File: src/rtl/irq_vec_pkg.sv
package irq_vec_pkg;

    typedef enum logic [2:0] {
        ST_IDLE,
        ST_WAIT,
        ST_STACK,
        ST_FETCH_HI,
        ST_FETCH_LO,
        ST_DONE
    } ivc_state_e;

    typedef struct packed {
        logic [7:0] hi;
        logic [7:0] lo;
    } vec_word_t;

    // Byte offset of a source's slot from the table base.
    function automatic int unsigned slot_offset(input int unsigned idx);
        return idx * 2;
    endfunction

endpackage

File: src/rtl/irq_prio_pick.sv
module irq_prio_pick #(
    parameter int N_SRC = 8,
    parameter int IDX_W = 3
) (
    input  logic [N_SRC-1:0] pend,
    output logic             any,
    output logic [IDX_W-1:0] idx
);
    // Ascending scan: a later (higher) index overrides earlier ones.
    always_comb begin
        any = 1'b0;
        idx = '0;
        for (int i = 0; i < N_SRC; i++) begin
            if (pend[i]) begin
                any = 1'b1;
                idx = IDX_W'(i);
            end
        end
    end
endmodule

File: src/rtl/irq_vec_addr.sv
module irq_vec_addr
    import irq_vec_pkg::*;
#(
    parameter int              IDX_W    = 3,
    parameter int              ADDR_W   = 16,
    parameter logic [ADDR_W-1:0] VEC_BASE = 16'hFFC0,
    parameter bit              ASCEND   = 1'b1
) (
    input  logic [IDX_W-1:0]  idx,
    input  logic              sel_lo,
    output logic [ADDR_W-1:0] addr
);
    logic [ADDR_W-1:0] offs;
    logic [ADDR_W-1:0] slot;

    assign offs = ADDR_W'(slot_offset(32'(idx)));

    generate
        if (ASCEND) begin : g_up
            assign slot = VEC_BASE + offs;
        end else begin : g_down
            assign slot = VEC_BASE - offs;
        end
    endgenerate

    assign addr = sel_lo ? slot + ADDR_W'(1) : slot;
endmodule

File: src/rtl/irq_vector_ctrl.sv
module irq_vector_ctrl
    import irq_vec_pkg::*;
#(
    parameter int                N_SRC    = 8,
    parameter int                ADDR_W   = 16,
    parameter logic [ADDR_W-1:0] VEC_BASE = 16'hFFC0,
    parameter bit                ASCEND   = 1'b1,
    localparam int               IDX_W    = (N_SRC > 1) ? $clog2(N_SRC) : 1
) (
    input  logic              clk,
    input  logic              rst,
    input  logic [N_SRC-1:0]  src_flag,
    input  logic [N_SRC-1:0]  src_en,
    input  logic              gmask,
    input  logic              insn_end,
    input  logic              stack_done,
    input  logic [7:0]        rd_data,
    output logic              take_pulse,
    output logic              stack_req,
    output logic              rd_en,
    output logic [ADDR_W-1:0] rd_addr,
    output logic              vec_valid,
    output logic [15:0]       vec_out,
    output logic [IDX_W-1:0]  src_idx
);
    ivc_state_e       state, nxt;
    logic             accept;
    logic             any_pend;
    logic [IDX_W-1:0] pick_idx;
    logic [IDX_W-1:0] idx_q;
    logic             take_q;
    vec_word_t        vec_q;

    irq_prio_pick #(.N_SRC(N_SRC), .IDX_W(IDX_W)) u_pick (
        .pend (src_flag & src_en),
        .any  (any_pend),
        .idx  (pick_idx)
    );

    irq_vec_addr #(
        .IDX_W(IDX_W), .ADDR_W(ADDR_W), .VEC_BASE(VEC_BASE), .ASCEND(ASCEND)
    ) u_addr (
        .idx    (idx_q),
        .sel_lo (state == ST_FETCH_LO),
        .addr   (rd_addr)
    );

    always_comb begin
        nxt    = state;
        accept = 1'b0;
        unique case (state)
            ST_IDLE:     if (any_pend && !gmask) nxt = ST_WAIT;
            ST_WAIT: begin
                if (!any_pend || gmask) begin
                    nxt = ST_IDLE;
                end else if (insn_end) begin
                    nxt    = ST_STACK;
                    accept = 1'b1;
                end
            end
            ST_STACK:    if (stack_done) nxt = ST_FETCH_HI;
            ST_FETCH_HI: nxt = ST_FETCH_LO;
            ST_FETCH_LO: nxt = ST_DONE;
            ST_DONE:     nxt = ST_IDLE;
            default:     nxt = ST_IDLE;
        endcase
    end

    always_ff @(posedge clk) begin
        if (rst) begin
            state  <= ST_IDLE;
            idx_q  <= '0;
            take_q <= 1'b0;
            vec_q  <= '0;
        end else begin
            state  <= nxt;
            take_q <= accept;
            if (accept)                idx_q    <= pick_idx;
            if (state == ST_FETCH_HI)  vec_q.hi <= rd_data;
            if (state == ST_FETCH_LO)  vec_q.lo <= rd_data;
        end
    end

    assign take_pulse = take_q;
    assign stack_req  = (state == ST_STACK);
    assign rd_en      = (state == ST_FETCH_HI) || (state == ST_FETCH_LO);
    assign vec_valid  = (state == ST_DONE);
    assign vec_out    = vec_q;
    assign src_idx    = idx_q;


    a_r2_no_take_masked: assert property (@(posedge clk) disable iff (rst)
        take_pulse |-> !$past(gmask));

    a_r3_take_at_boundary: assert property (@(posedge clk) disable iff (rst)
        take_pulse |-> $past(insn_end));
    a_r3_take_with_stack: assert property (@(posedge clk) disable iff (rst)
        take_pulse |-> stack_req);
    a_r3_take_single: assert property (@(posedge clk) disable iff (rst)
        take_pulse |=> !take_pulse);

    a_r4_read_after_stack: assert property (@(posedge clk) disable iff (rst)
        $rose(rd_en) |-> $past(stack_done) && $past(stack_req));

    a_r6_low_follows_high: assert property (@(posedge clk) disable iff (rst)
        (rd_en && $past(rd_en)) |-> rd_addr == ADDR_W'($past(rd_addr) + ADDR_W'(1)));

    a_r8_valid_single: assert property (@(posedge clk) disable iff (rst)
        vec_valid |=> !vec_valid);
    a_r8_valid_after_read: assert property (@(posedge clk) disable iff (rst)
        vec_valid |-> $past(rd_en));

    a_r9_idx_held: assert property (@(posedge clk) disable iff (rst)
        (rd_en || vec_valid) |-> $stable(src_idx));
endmodule

File: config.mk
export PLATFORM = sky130hd
export DESIGN_NAME = irq_vector_ctrl
export DESIGN_NICKNAME = d
export VERILOG_FILES = /design/src/rtl/irq_vec_pkg.sv /design/src/rtl/irq_prio_pick.sv /design/src/rtl/irq_vec_addr.sv /design/src/rtl/irq_vector_ctrl.sv
export SDC_FILE = /design/constraint.sdc
export NUM_CORES = 1
export LEC_CHECK = 0
export BUFFER_PORTS_ARGS = -buffer_cell sky130_fd_sc_hd__buf_2
export CORE_ASPECT_RATIO = 2
export CORE_UTILIZATION = 42
export DETAILED_ROUTE_END_ITERATION = 16
export PLACE_DENSITY = 0.79
export SLEW_MARGIN = 0
export SYNTH_ARGS = -nofsm -noshare
export SYNTH_HDL_FRONTEND = slang
export SYNTH_SLANG_ARGS = --single-unit
File: constraint.sdc
create_clock -name clk -period 1.7 [get_ports clk]
set_clock_uncertainty 0.1 [all_clocks]
set_input_delay 0.085 -clock clk [delete_from_list [all_inputs] [get_ports clk]]
set_output_delay 0.085 -clock clk [all_outputs]
set_load 0.02 [all_outputs]
==> results of run 1 <==
layout make-up:
| cell class | count | share of cell area (%) |
|---|---|---|
| multi-input cells | 89 | 36.6 |
| flip-flops and latches | 23 | 31.3 |
| repair buffers | 68 | 26.8 |
| clock buffers | 4 | 3.05 |
| well taps | 27 | 2.29 |
sequential cells by signal, summed over array words and instances (netlist names):
signal	count
state	3
src_idx	3
vec_out	16
take_pulse	1
per-stage QoR:
| stage | area [sq um] | cells | power [mW] | utilization (%) |
|---|---|---|---|---|
| after floorplan | 1130 | 133 | 0.682 | - |
| after global placement | 1330 | 198 | 0.719 | 55.2 |
| after detailed placement | 1330 | 198 | 0.724 | 55.2 |
| after CTS | 1470 | 211 | 1.06 | 61.0 |
| after global routing | 1480 | 211 | 1.10 | 61.2 |
| final | 1480 | 211 | 1.07 | 61.2 |
cell families after synthesis:
family                 count (synthesis)  synth area share (%)
AND/OR/NAND/NOR                       40                  16.6
other                                  2                 0.689
buffers and inverters                 21                  13.1
AO/OA/AOI/OAI                         29                  20.0
flip-flops                            23                  42.3
multiplexers                           8                  7.35
synth_stat cells (2+ instances only):
cell,n
nand3_1,8
a211oi_1,2
nor3b_1,2
nor2_1,12
a32o_1,2
clkbuf_1,2
nand2_1,13
conb_1,2
a22o_1,4
buf_2,3
a21oi_1,9
buf_4,16
mux2i_1,8
a31oi_1,5
dfxtp_1,23
nor2b_1,2
a22oi_1,2
path summary, 6_finish.rpt:
check / end / slack, ps / depth (start not counted)
hold / removal: vec_out[0]$_SDFFE_PP0P_ / -5 / 3
setup / recovery: rd_en / 130 / 4
setup reg to reg: src_idx[2]$_SDFFE_PP0P_ / 300 / 4
hold reg to reg: vec_out[12]$_SDFFE_PP0N_ / 370 / 2
power breakdown:
part	internal (mW)	leakage (nW)	switching (mW)
sequential	0.546	0.186	0.00698
combinational	0.0747	0.486	0.105
clock	0.167	0.0228	0.166
total	0.788	0.695	0.278
layer usage:
layer	track usage [%]	share of wire [%]	vias to the layer above	wire [microns]
met1	18.7	36	502	966
met4	12.3	2.1	0	57
li1	-	-	534	-
met5	0	0	-	0
met3	1.79	3.8	5	102
met2	42.0	58	44	1570
repair_timing:
| item | 4_1_cts | 5_1_grt |
|---|---|---|
| gates cloned | 0 | 0 |
| endpoints found under the setup margin | 1 | 1 |
| gates resized for setup | 2 | 2 |
| endpoints found under the hold margin | 14 | 0 |
| hold buffers | 9 | 0 |
worst reg2reg max path: cells and delay by family (launching register included):
family | cells | cell delay (ps)
AO/OA/AOI/OAI | 3 | 650
flip-flops | 1 | 370
AND/OR/NAND/NOR | 1 | 190
==> key figures, run 1 <==
Run status
  • Outcome: complete, but fails checks
  • Violated checks: negative hold slack

Final layout
  • Filler cell count: 209
  • Commonest non-fill, non-tap cell in the layout: buf_2
  • N_diodes: 0
  • Reg area: between 400 and 500 sq um
  • Fraction of layout cells with a size suffix above 1: between 30% and 40%
  • Final #Nets: ~210
  • Commonest non-fill, non-tap cells in the layout: buf_2, dfxtp_1, nand2_1, nor2_1, conb_1
  • Area Growth Syn to Fin: 35.4%
  • Multi-input gate area: ~540 sq um

Global routing
  • Gr usage total: around a fifth
  • Largest net degree at the start of global routing: 24
  • Global route overflow: 0
  • Initial antenna violation count: 0
  • Number of global-route vias before repair: about 1.1k
  • First-pass GRT wire length: between 4000 and 5000 microns

Logic synthesis
  • Synthesized netlist cell count: between 100 and 150
  • Synthesis Warnings: 0
  • Post-synth EDFFs: 0
  • Synth area leaders: dfxtp_1, buf_4, mux2i_1, nand2_1, a21oi_1
  • Mapped Area: approximately 1100 sq um
  • Predominant post-synthesis flop cell: dfxtp_1
  • Leading area contributor after synthesis: dfxtp_1
  • Async SR Flop Fraction: 0%
  • Synth unique cells: 25
  • Register bit count reported by yosys: 23
  • Post-synth top area share: a little over two fifths
  • Mean Syn Cell Area: between 8 and 9 sq um
  • Post-synthesis sequential area ratio: a little over two fifths

Floorplan
  • I/O Pins: a little under 70
  • Die area: 2820 sq um
  • DIE HEIGHT: 74.0 microns
  • Site Rows: 25
  • Die X: approximately 38 microns
  • Starting Density: ~45%
  • Core ar.: 2410 sq um

Critical path
  • Crit Path Class: register to primary output
  • Crit path launch: state[1]$_SDFFE_PP0P_
  • Worst path arrival time: 1380 ps
  • Worst-path maximum fanout: 7
  • Slowest-stage cell, CP: dfxtp_1
  • Worst Setup Start Kind: register
  • Crit. End Element: primary output
  • CP peak stage delay: 370 ps
  • Critical path's top delay family: buffers and inverters
  • CP bufs+invs: 2
  • R2r startpoint: state[1]$_SDFFE_PP0P_
  • CP Cell Sequence: nor3b_2 -> buf_4 -> nand2b_1 -> buf_2
  • Data required time of the worst path: 1510 ps

Placement
  • Hpwl dp: just over 2000 microns
  • Routability cong.: 0.721
  • IO buf count: between 50 and 60
  • Place WS: ~120 ps

Timing
  • Final worst slack: between 100 and 150 ps
  • Hold Vio Cnt, Final: 1
  • Hold slack: -4.93 ps
  • Slew Limit Fails: 0
  • Max Fclk: approximately 0.64 GHz
  • Setup TNS: 0 ps
  • Final Setup Violations: 0
  • Part of the cycle the worst path needs: around 90%
  • Min cycle time layout: 1570 ps
  • RSZ-0062 raised after global routing: no

Clock network
  • Root buf cell: clkbuf_8
  • Post CTS Setup Buffer Count: 0
  • Clk sinks: 23
  • CTS Buf Count: 3
  • Clock Path Buffers: 2
  • Clock-pin slew on the worst setup and hold paths: ~70 ps
  • H-tree depth: 1
  • Clock latency on the worst-skew pair: between 200 and 300 ps
  • CTS tree: built

Power and ir drop
  • Maximum VDD drop: 0.468 mV
  • PD cells: 723 nW/um^2
  • Lkg Pwr: between 0.6 and 0.7 nW

Detailed routing
  • Average via count per standard cell: between 5 and 6
  • Vias: 1085
  • Detailed Route Iter0 Violations: 25
  • 1st-pass router iterations: 4
  • Final WL: between 2000 and 3000 microns
  • WL per Instance: 12.8 microns
  • DRC: 0
  • Final antenna-violating net count: 0

Min path
  • HP Start: rd_data[0]
  • Hold crit path type: input port to register

Run
  • Max-Cap Viols: 0
Note: power is estimated with default switching activity, not from simulation.
==> run 2: changes to the inputs <==
--- a/config.mk
+++ b/config.mk
@@ -9,8 +9,9 @@
 export CORE_ASPECT_RATIO = 2
 export CORE_UTILIZATION = 42
 export DETAILED_ROUTE_END_ITERATION = 16
-export PLACE_DENSITY = 0.79
+export PLACE_DENSITY = 0.78
 export SLEW_MARGIN = 0
 export SYNTH_ARGS = -nofsm -noshare
 export SYNTH_HDL_FRONTEND = slang
+export SYNTH_HIERARCHICAL = 1
 export SYNTH_SLANG_ARGS = --single-unit
==> key figures, run 2 <==
Run status
  • Outcome: complete, no violations (was complete, but fails checks)

Run
  • Max-Cap Viols: 0 (unchanged)

Critical path
  • CP bufs+invs: 2 (unchanged)
  • Worst path arrival time: 1360 ps (was 1380 ps)
  • Data required time of the worst path: 1510 ps (about the same)
  • CP peak stage delay: 380 ps (was 370 ps)
  • Worst-path maximum fanout: 10 (was 7)
  • Crit Path Class: register to primary output (unchanged)
  • Worst Setup Start Kind: register (unchanged)
  • Critical path's top delay family: buffers and inverters (unchanged)
  • Crit. End Element: primary output (unchanged)
  • Slowest-stage cell, CP: dfxtp_1 (unchanged)
  • CP Cell Sequence: nor3b_2 -> buf_4 -> nand2b_1 -> buf_2 (unchanged)

Final layout
  • Fraction of layout cells with a size suffix above 1: 34.4% (was 37.0%)
  • Design Area, Final: 1480 sq um (about the same)
  • N_diodes: 0 (unchanged)
  • Final #Nets: 213 (was 214)
  • Filler cell count: 229 (was 209)
  • Area Growth Syn to Fin: 30.1% (was 35.4%)
  • Commonest non-fill, non-tap cells in the layout: buf_2, dfxtp_1, nor2_1 (was buf_2, dfxtp_1, nand2_1, nor2_1, conb_1)
  • Max reg flops: 16 (unchanged)
  • Commonest non-fill, non-tap cell in the layout: buf_2 (unchanged)

Logic synthesis
  • Most frequent cell after synthesis: dfxtp_1 (unchanged)
  • Predominant post-synthesis flop cell: dfxtp_1 (unchanged)
  • Register bit count reported by yosys: 23 (unchanged)
  • Leading area contributor after synthesis: dfxtp_1 (unchanged)
  • Mean Syn Cell Area: 9.10 sq um (was 8.86 sq um)
  • Most frequent cells after synthesis: dfxtp_1, nor2_1, mux2i_1, buf_4, and2_1 (was dfxtp_1, buf_4, nand2_1, nor2_1, a21oi_1)
  • Async SR Flop Fraction: 0% (unchanged)
  • Post-synth EDFFs: 0 (unchanged)
  • Synthesis Warnings: 6 (was 0)
  • Mapped Area: 1140 sq um (was 1090 sq um)
  • Synthesized netlist cell count: 125 (was 123)
  • Post-synth top area share: 40.5% (was 42.3%)
  • Synth unique cells: 26 (was 25)
  • Synth area leaders: dfxtp_1, mux2i_1, buf_4, nor2_1, and2_1 (was dfxtp_1, buf_4, mux2i_1, nand2_1, a21oi_1)
  • Post-synthesis sequential area ratio: 40.5% (was 42.3%)

Power and ir drop
  • Maximum VDD drop: 0.385 mV (was 0.468 mV)
  • Total power: 1.04 mW (was 1.07 mW)
  • Combinational power share: 15.8% (was 16.8%)
  • PD cells: 704 nW/um^2 (was 723 nW/um^2)
  • Internal power: 0.789 mW (was 0.788 mW)
  • Lkg Pwr: 0.777 nW (was 0.695 nW)
  • Sw Ratio: 24.4% (was 26.1%)
  • NetSw: 0.254 mW (was 0.278 mW)
  • Clock power share: 30.7% (was 31.3%)
  • Flop pwr share: 53.5% (was 51.9%)

Placement
  • IO buf count: 55 (unchanged)
  • Routability cong.: 0.767 (was 0.721)
  • Placement Cell Area: 1350 sq um (was 1330 sq um)
  • Hpwl dp: 1750 microns (was 2060 microns)

Clock network
  • Root buf cell: clkbuf_8 (unchanged)
  • CTS Buf Count: 3 (unchanged)
  • Post CTS Setup Buffer Count: 0 (unchanged)
  • Clock Path Buffers: 2 (unchanged)
  • Clk sinks: 23 (unchanged)
  • Clock-pin slew on the worst setup and hold paths: 70 ps (about the same)
  • CTS tree: built (unchanged)
  • Clock latency on the worst-skew pair: 250 ps (was 260 ps)
  • H-tree depth: 1 (unchanged)

Timing
  • Hold Vio Cnt, Final: 0 (was 1)
  • Final Setup Violations: 0 (unchanged)
  • Setup TNS: 0 ps (unchanged)
  • Min cycle time layout: 1550 ps (was 1570 ps)
  • RSZ-0062 raised after global routing: no (unchanged)
  • Hold slack: 4.98 ps (was -4.93 ps)
  • Max Fclk: 0.647 GHz (was 0.638 GHz)
  • Part of the cycle the worst path needs: 90.9% (was 92.3%)
  • Slew Limit Fails: 0 (unchanged)

Global routing
  • First-pass GRT wire length: 3200 microns (was 4370 microns)
  • Gr usage total: 14.8% (was 21.2%)
  • Initial antenna violation count: 0 (unchanged)
  • Number of global-route vias before repair: 881 (was 1102)
  • Largest net degree at the start of global routing: 27 (was 24)
  • Global route overflow: 0 (unchanged)

Detailed routing
  • Final WL: 2190 microns (was 2700 microns)
  • DRC: 0 (unchanged)
  • WL per Instance: 10.4 microns (was 12.8 microns)
  • Vias: 995 (was 1085)
  • Average via count per standard cell: 4.72 (was 5.14)
  • Final antenna-violating net count: 0 (unchanged)
  • Detailed Route Iter0 Violations: 6 (was 25)
  • 1st-pass router iterations: 2 (was 4)

Min path
  • Hold crit path type: input port to register (unchanged)

Floorplan
  • DIE HEIGHT: 75.6 microns (was 74.0 microns)
  • Die X: 38.8 microns (was 38.0 microns)
  • Core ar.: 2570 sq um (was 2410 sq um)
  • Starting Density: 44.3% (was 45.2%)
  • Site Rows: 26 (was 25)
  • Die area: 2930 sq um (was 2820 sq um)
  • I/O Pins: 68 (unchanged)
## run 2: changes by cell type after synthesis, sizes merged, moves of 5 or more
cell / change
nand3: -7
a21oi: -7
mux2i: +11
and2: +9
nand2b: +7
a31oi: -5
nand2: -12
nor2: +9
## run 2: repair_timing
action,CTS,global route
hold buffers,8,0
endpoints found under the hold margin,15,0
endpoints found under the setup margin,0,1
gates resized for setup,0,1
## run 2: power by group through the flow
| stage | logic, mW | registers (mW) | clock network [mW] |
|---|---|---|---|
| 5_1_grt | 0.182 | 0.560 | 0.360 |
| 3_5_place_dp | 0.150 | 0.571 | 0 |
| 6_report | 0.165 | 0.558 | 0.320 |
| 4_1_cts | 0.165 | 0.558 | 0.335 |
| 3_3_place_gp | 0.147 | 0.570 | 0 |
| 2_1_floorplan | 0.118 | 0.576 | 0 |
## run 2: layout make-up
type	instances	area, sq um	area share, %
tap	28	35.0	2.37
multi-input combinational	88	557	37.6
timing repair buffer	65	370	25.0
clock buffer	4	45.0	3.04
sequential	23	462	31.2
inverter	3	11.3	0.761
## run 2: final timing paths
path                                 from                 endpoint  slack (ps)  depth (start not counted)
hold / removal                 stack_done    state[0]$_SDFFE_PP0P_           5                          3
setup / recovery    state[1]$_SDFFE_PP0P_                    rd_en         150                          4
hold reg to reg   vec_out[3]$_SDFFE_PP0N_  vec_out[3]$_SDFFE_PP0N_         390                          2
setup reg to reg    state[1]$_SDFFE_PP0P_  src_idx[1]$_SDFFE_PP0P_         370                          3
## run 2: cells by family (layout without fill, tap and decap cells)
kind of cell           after synthesis  after routing  synth area share, %
AO/OA/AOI/OAI                        8              8                 5.06
multiplexers                        19             19                 16.7
buffers and inverters               24             72                 13.9
other                                2             12                0.660
AND/OR/NAND/NOR                     49             49                 23.2
flip-flops                          23             23                 40.5
## run 2: layer usage
| layer | track usage (%) | wire length (microns) | vias up |
|---|---|---|---|
| met5 | 0 | 0 | - |
| met2 | 32.0 | 1250 | 50 |
| li1 | - | - | 501 |
| met1 | 12.3 | 793 | 442 |
| met3 | 0.875 | 133 | 2 |
| met4 | 5.75 | 16 | 0 |
## run 2: worst register-to-register path: stages (launching register included)
cell      delay (ps)
dfxtp_1          380
nand3b_1         240
nor3_2           330
mux2i_1          220
## run 2: metrics by stage
| stage | setup slack [ps] | utilization [%] | instances |
|---|---|---|---|
| finish | 155 | 57.6 | 211 |
| global route | 38.9 | 57.6 | 211 |
| CTS | 50.3 | 57.5 | 211 |
| detailed placement | 346 | 52.7 | 199 |
| global placement | 363 | 52.7 | 199 |
| floorplan | 370 | - | 135 |
==> run 3: changes to the inputs <==
--- a/config.mk
+++ b/config.mk
@@ -5,11 +5,14 @@
 export SDC_FILE = /design/constraint.sdc
 export NUM_CORES = 1
 export LEC_CHECK = 0
+export ABC_AREA = 1
 export BUFFER_PORTS_ARGS = -buffer_cell sky130_fd_sc_hd__buf_2
 export CORE_ASPECT_RATIO = 2
-export CORE_UTILIZATION = 42
+export CORE_MARGIN = 2
+export CORE_UTILIZATION = 43
 export DETAILED_ROUTE_END_ITERATION = 16
-export PLACE_DENSITY = 0.78
+export GPL_TIMING_DRIVEN = 1
+export PLACE_DENSITY = 0.79
 export SLEW_MARGIN = 0
 export SYNTH_ARGS = -nofsm -noshare
 export SYNTH_HDL_FRONTEND = slang
==> key figures, run 3 <==
Final layout
  • Area Growth Syn to Fin: 26.0% (was 30.1%)
  • Fraction of layout cells with a size suffix above 1: 27.8% (was 34.4%)
  • Reg area: 460 sq um (was 462 sq um)
  • Commonest non-fill, non-tap cell in the layout: buf_2 (unchanged)
  • Final #Nets: 264 (was 213)
  • Max reg flops: 16 (unchanged)
  • N_diodes: 0 (unchanged)
  • Commonest non-fill, non-tap cells in the layout: buf_2, nor2_1, nand2_1 (was buf_2, dfxtp_1, nor2_1)
  • Multi-input gate area: 508 sq um (was 557 sq um)
  • Filler cell count: 290 (was 229)

Power and ir drop
  • Total power: 1.44 mW (was 1.04 mW)
  • Clock power share: 23.0% (was 30.7%)
  • Combinational power share: 32.2% (was 15.8%)
  • Internal power: 0.933 mW (was 0.789 mW)
  • NetSw: 0.511 mW (was 0.254 mW)
  • Lkg Pwr: 0.871 nW (was 0.777 nW)
  • PD cells: 979 nW/um^2 (was 704 nW/um^2)
  • Flop pwr share: 44.8% (was 53.5%)
  • Maximum VDD drop: 0.428 mV (was 0.385 mV)
  • Sw Ratio: 35.4% (was 24.4%)

Logic synthesis
  • Post-synthesis sequential area ratio: 39.3% (was 40.5%)
  • Post-synth top area share: 39.3% (was 40.5%)
  • Most frequent cells after synthesis: nor2_1, nand2_1, inv_1, dfxtp_1, buf_4 (was dfxtp_1, nor2_1, mux2i_1, buf_4, and2_1)
  • Leading area contributor after synthesis: dfxtp_1 (unchanged)
  • Async SR Flop Fraction: 0% (unchanged)
  • Predominant post-synthesis flop cell: dfxtp_1 (unchanged)
  • Synthesized netlist cell count: 179 (was 125)
  • Synth area leaders: dfxtp_1, nor2_1, buf_4, nand2_1, inv_1 (was dfxtp_1, mux2i_1, buf_4, nor2_1, and2_1)
  • Post-synth EDFFs: 0 (unchanged)
  • Mean Syn Cell Area: 6.54 sq um (was 9.10 sq um)
  • Synthesis Warnings: 6 (unchanged)
  • Synth unique cells: 18 (was 26)
  • Most frequent cell after synthesis: nor2_1 (was dfxtp_1)
  • Mapped Area: 1170 sq um (was 1140 sq um)
  • Register bit count reported by yosys: 23 (unchanged)

Clock network
  • CTS Buf Count: 3 (unchanged)
  • Clock latency on the worst-skew pair: 260 ps (was 250 ps)
  • Root buf cell: clkbuf_8 (unchanged)
  • Resized Gates After CTS: 0 (unchanged)
  • Clock-pin slew on the worst setup and hold paths: 80 ps (was 70 ps)
  • H-tree depth: 1 (unchanged)
  • Post CTS Setup Buffer Count: 0 (unchanged)
  • CTS tree: built (unchanged)
  • CTS Hold Bufs: 5 (was 8)
  • Clk sinks: 23 (unchanged)
  • Clock Path Buffers: 2 (unchanged)

Global routing
  • Global route overflow: 0 (unchanged)
  • Largest net degree at the start of global routing: 22 (was 27)
  • Gr usage total: 18.8% (was 14.8%)
  • Initial antenna violation count: 0 (unchanged)
  • Number of global-route vias before repair: 1078 (was 881)
  • First-pass GRT wire length: 4090 microns (was 3200 microns)

Placement
  • IO buf count: 55 (unchanged)
  • Routability cong.: 0.712 (was 0.767)
  • Hpwl dp: 2120 microns (was 1750 microns)

Detailed routing
  • DRC: 0 (unchanged)
  • 1st-pass router iterations: 4 (was 2)
  • Detailed Route Iter0 Violations: 17 (was 6)
  • Final antenna-violating net count: 0 (unchanged)
  • Final WL: 2650 microns (was 2190 microns)
  • WL per Instance: 10.1 microns (was 10.4 microns)
  • Vias: 1200 (was 995)
  • Average via count per standard cell: 4.58 (was 4.72)

Critical path
  • Crit. End Element: primary output (unchanged)
  • Worst-path maximum fanout: 11 (was 10)
  • Worst Setup Start Kind: register (unchanged)
  • Worst path arrival time: 1370 ps (was 1360 ps)
  • Slowest-stage cell, CP: dfxtp_1 (unchanged)
  • CP Cell Sequence: nor2_2 -> nand2_2 -> inv_2 -> buf_2 (was nor3b_2 -> buf_4 -> nand2b_1 -> buf_2)
  • Crit Path Class: register to primary output (unchanged)
  • Data required time of the worst path: 1510 ps (about the same)
  • CP peak stage delay: 370 ps (was 380 ps)

Timing
  • Setup TNS: 0 ps (unchanged)
  • Slew Limit Fails: 0 (unchanged)
  • Final Setup Violations: 0 (unchanged)
  • Min cycle time layout: 1550 ps (about the same)
  • RSZ-0062 raised after global routing: no (unchanged)
  • Hold Vio Cnt, Final: 0 (unchanged)
  • Max Fclk: 0.644 GHz (was 0.647 GHz)
  • Part of the cycle the worst path needs: 91.4% (was 90.9%)

Floorplan
  • Starting Density: 45.6% (was 44.3%)
  • Die area: 3180 sq um (was 2930 sq um)
  • Core ar.: 2570 sq um (unchanged)
  • DIE HEIGHT: 77.8 microns (was 75.6 microns)
  • I/O Pins: 68 (unchanged)
  • Site Rows: 26 (unchanged)
  • Die X: 40.9 microns (was 38.8 microns)

Run status
  • Outcome: complete, no violations (unchanged)

Min path
  • Hold crit path type: input port to register (unchanged)

Run
  • Max-Cap Viols: 0 (unchanged)
==> run 3: changes by cell type after synthesis, moves of 8 or more <==
cell | before | now
inv_1 | 2 | 24
nand2_1 | 1 | 27
and2_1 | 9 | 0
nor2_1 | 21 | 50
o21ai_1 | 0 | 8
mux2i_1 | 19 | 0
o21ai_0 | 0 | 11
nand2b_1 | 8 | 0
==> run 3: path summary, 6_finish.rpt <==
path,from,to,slack (ps),cells after the start
max,state[1]$_SDFFE_PP0P_,rd_addr[0],150,4
max reg2reg,state[2]$_SDFFE_PP0P_,vec_out[13]$_SDFFE_PP0N_,390,5
min reg2reg,vec_out[1]$_SDFFE_PP0N_,vec_out[1]$_SDFFE_PP0N_,380,2
min,rd_data[3],vec_out[3]$_SDFFE_PP0N_,0.5,3
==> run 3: power groups by stage <==
| stage | Combinational, mW | Clock (mW) | Sequential, mW |
|---|---|---|---|
| after global placement | 0.452 | 0 | 0.658 |
| after CTS | 0.469 | 0.339 | 0.649 |
| final | 0.465 | 0.332 | 0.647 |
| after floorplan | 0.302 | 0 | 0.711 |
| after detailed placement | 0.459 | 0 | 0.661 |
| after global routing | 0.525 | 0.363 | 0.656 |
==> run 3: worst max-delay path: cells and delay by family (launching register included) <==
| family | cells | cell delay [ps] |
|---|---|---|
| flip-flops | 1 | 370 |
| buffers and inverters | 2 | 360 |
| AND/OR/NAND/NOR | 2 | 370 |
==> run 3: cell type report <==
class                      instances  share of cell area (%)
inverter                          25                    6.36
timing repair buffer              61                    22.6
multi-input combinational        121                    34.4
sequential                        23                    31.2
tap                               28                    2.37
clock buffer                       4                    3.05
==> run 3: per-stage QoR <==
| step | setup WS, ps | instance area (sq um) | hold WS [ps] | util [%] | cells |
|---|---|---|---|---|---|
| global route | 42.3 | 1480 | 31.6 | 57.4 | 262 |
| finish | 146 | 1480 | 0.547 | 57.4 | 262 |
| CTS | 133 | 1480 | 6.78 | 57.4 | 262 |
| floorplan | 552 | 1210 | 54.1 | - | 189 |
| global placement | 408 | 1380 | 185 | 53.7 | 253 |
| detailed placement | 339 | 1380 | 193 | 53.7 | 253 |
==> run 3: kinds of logic after synthesis <==
logic type | Yosys count | synth area share [%]
DFF | 23 | 39.3
other | 2 | 0.641
buffers and inverters | 45 | 20.5
and+or+nand+nor | 88 | 30.6
AOI/OAI and AO/OA | 21 | 8.97
==> run 3: per-layer routing <==
metal  wire [microns]  part of all wire, %  track usage, %  vias up
met1              854                   32            14.6      526
met4               76                  2.9            11.0        0
met2             1550                   58            36.3       49
met5                0                    0               0        -
met3              167                  6.3            2.57        5
li1                 -                    -               -      620
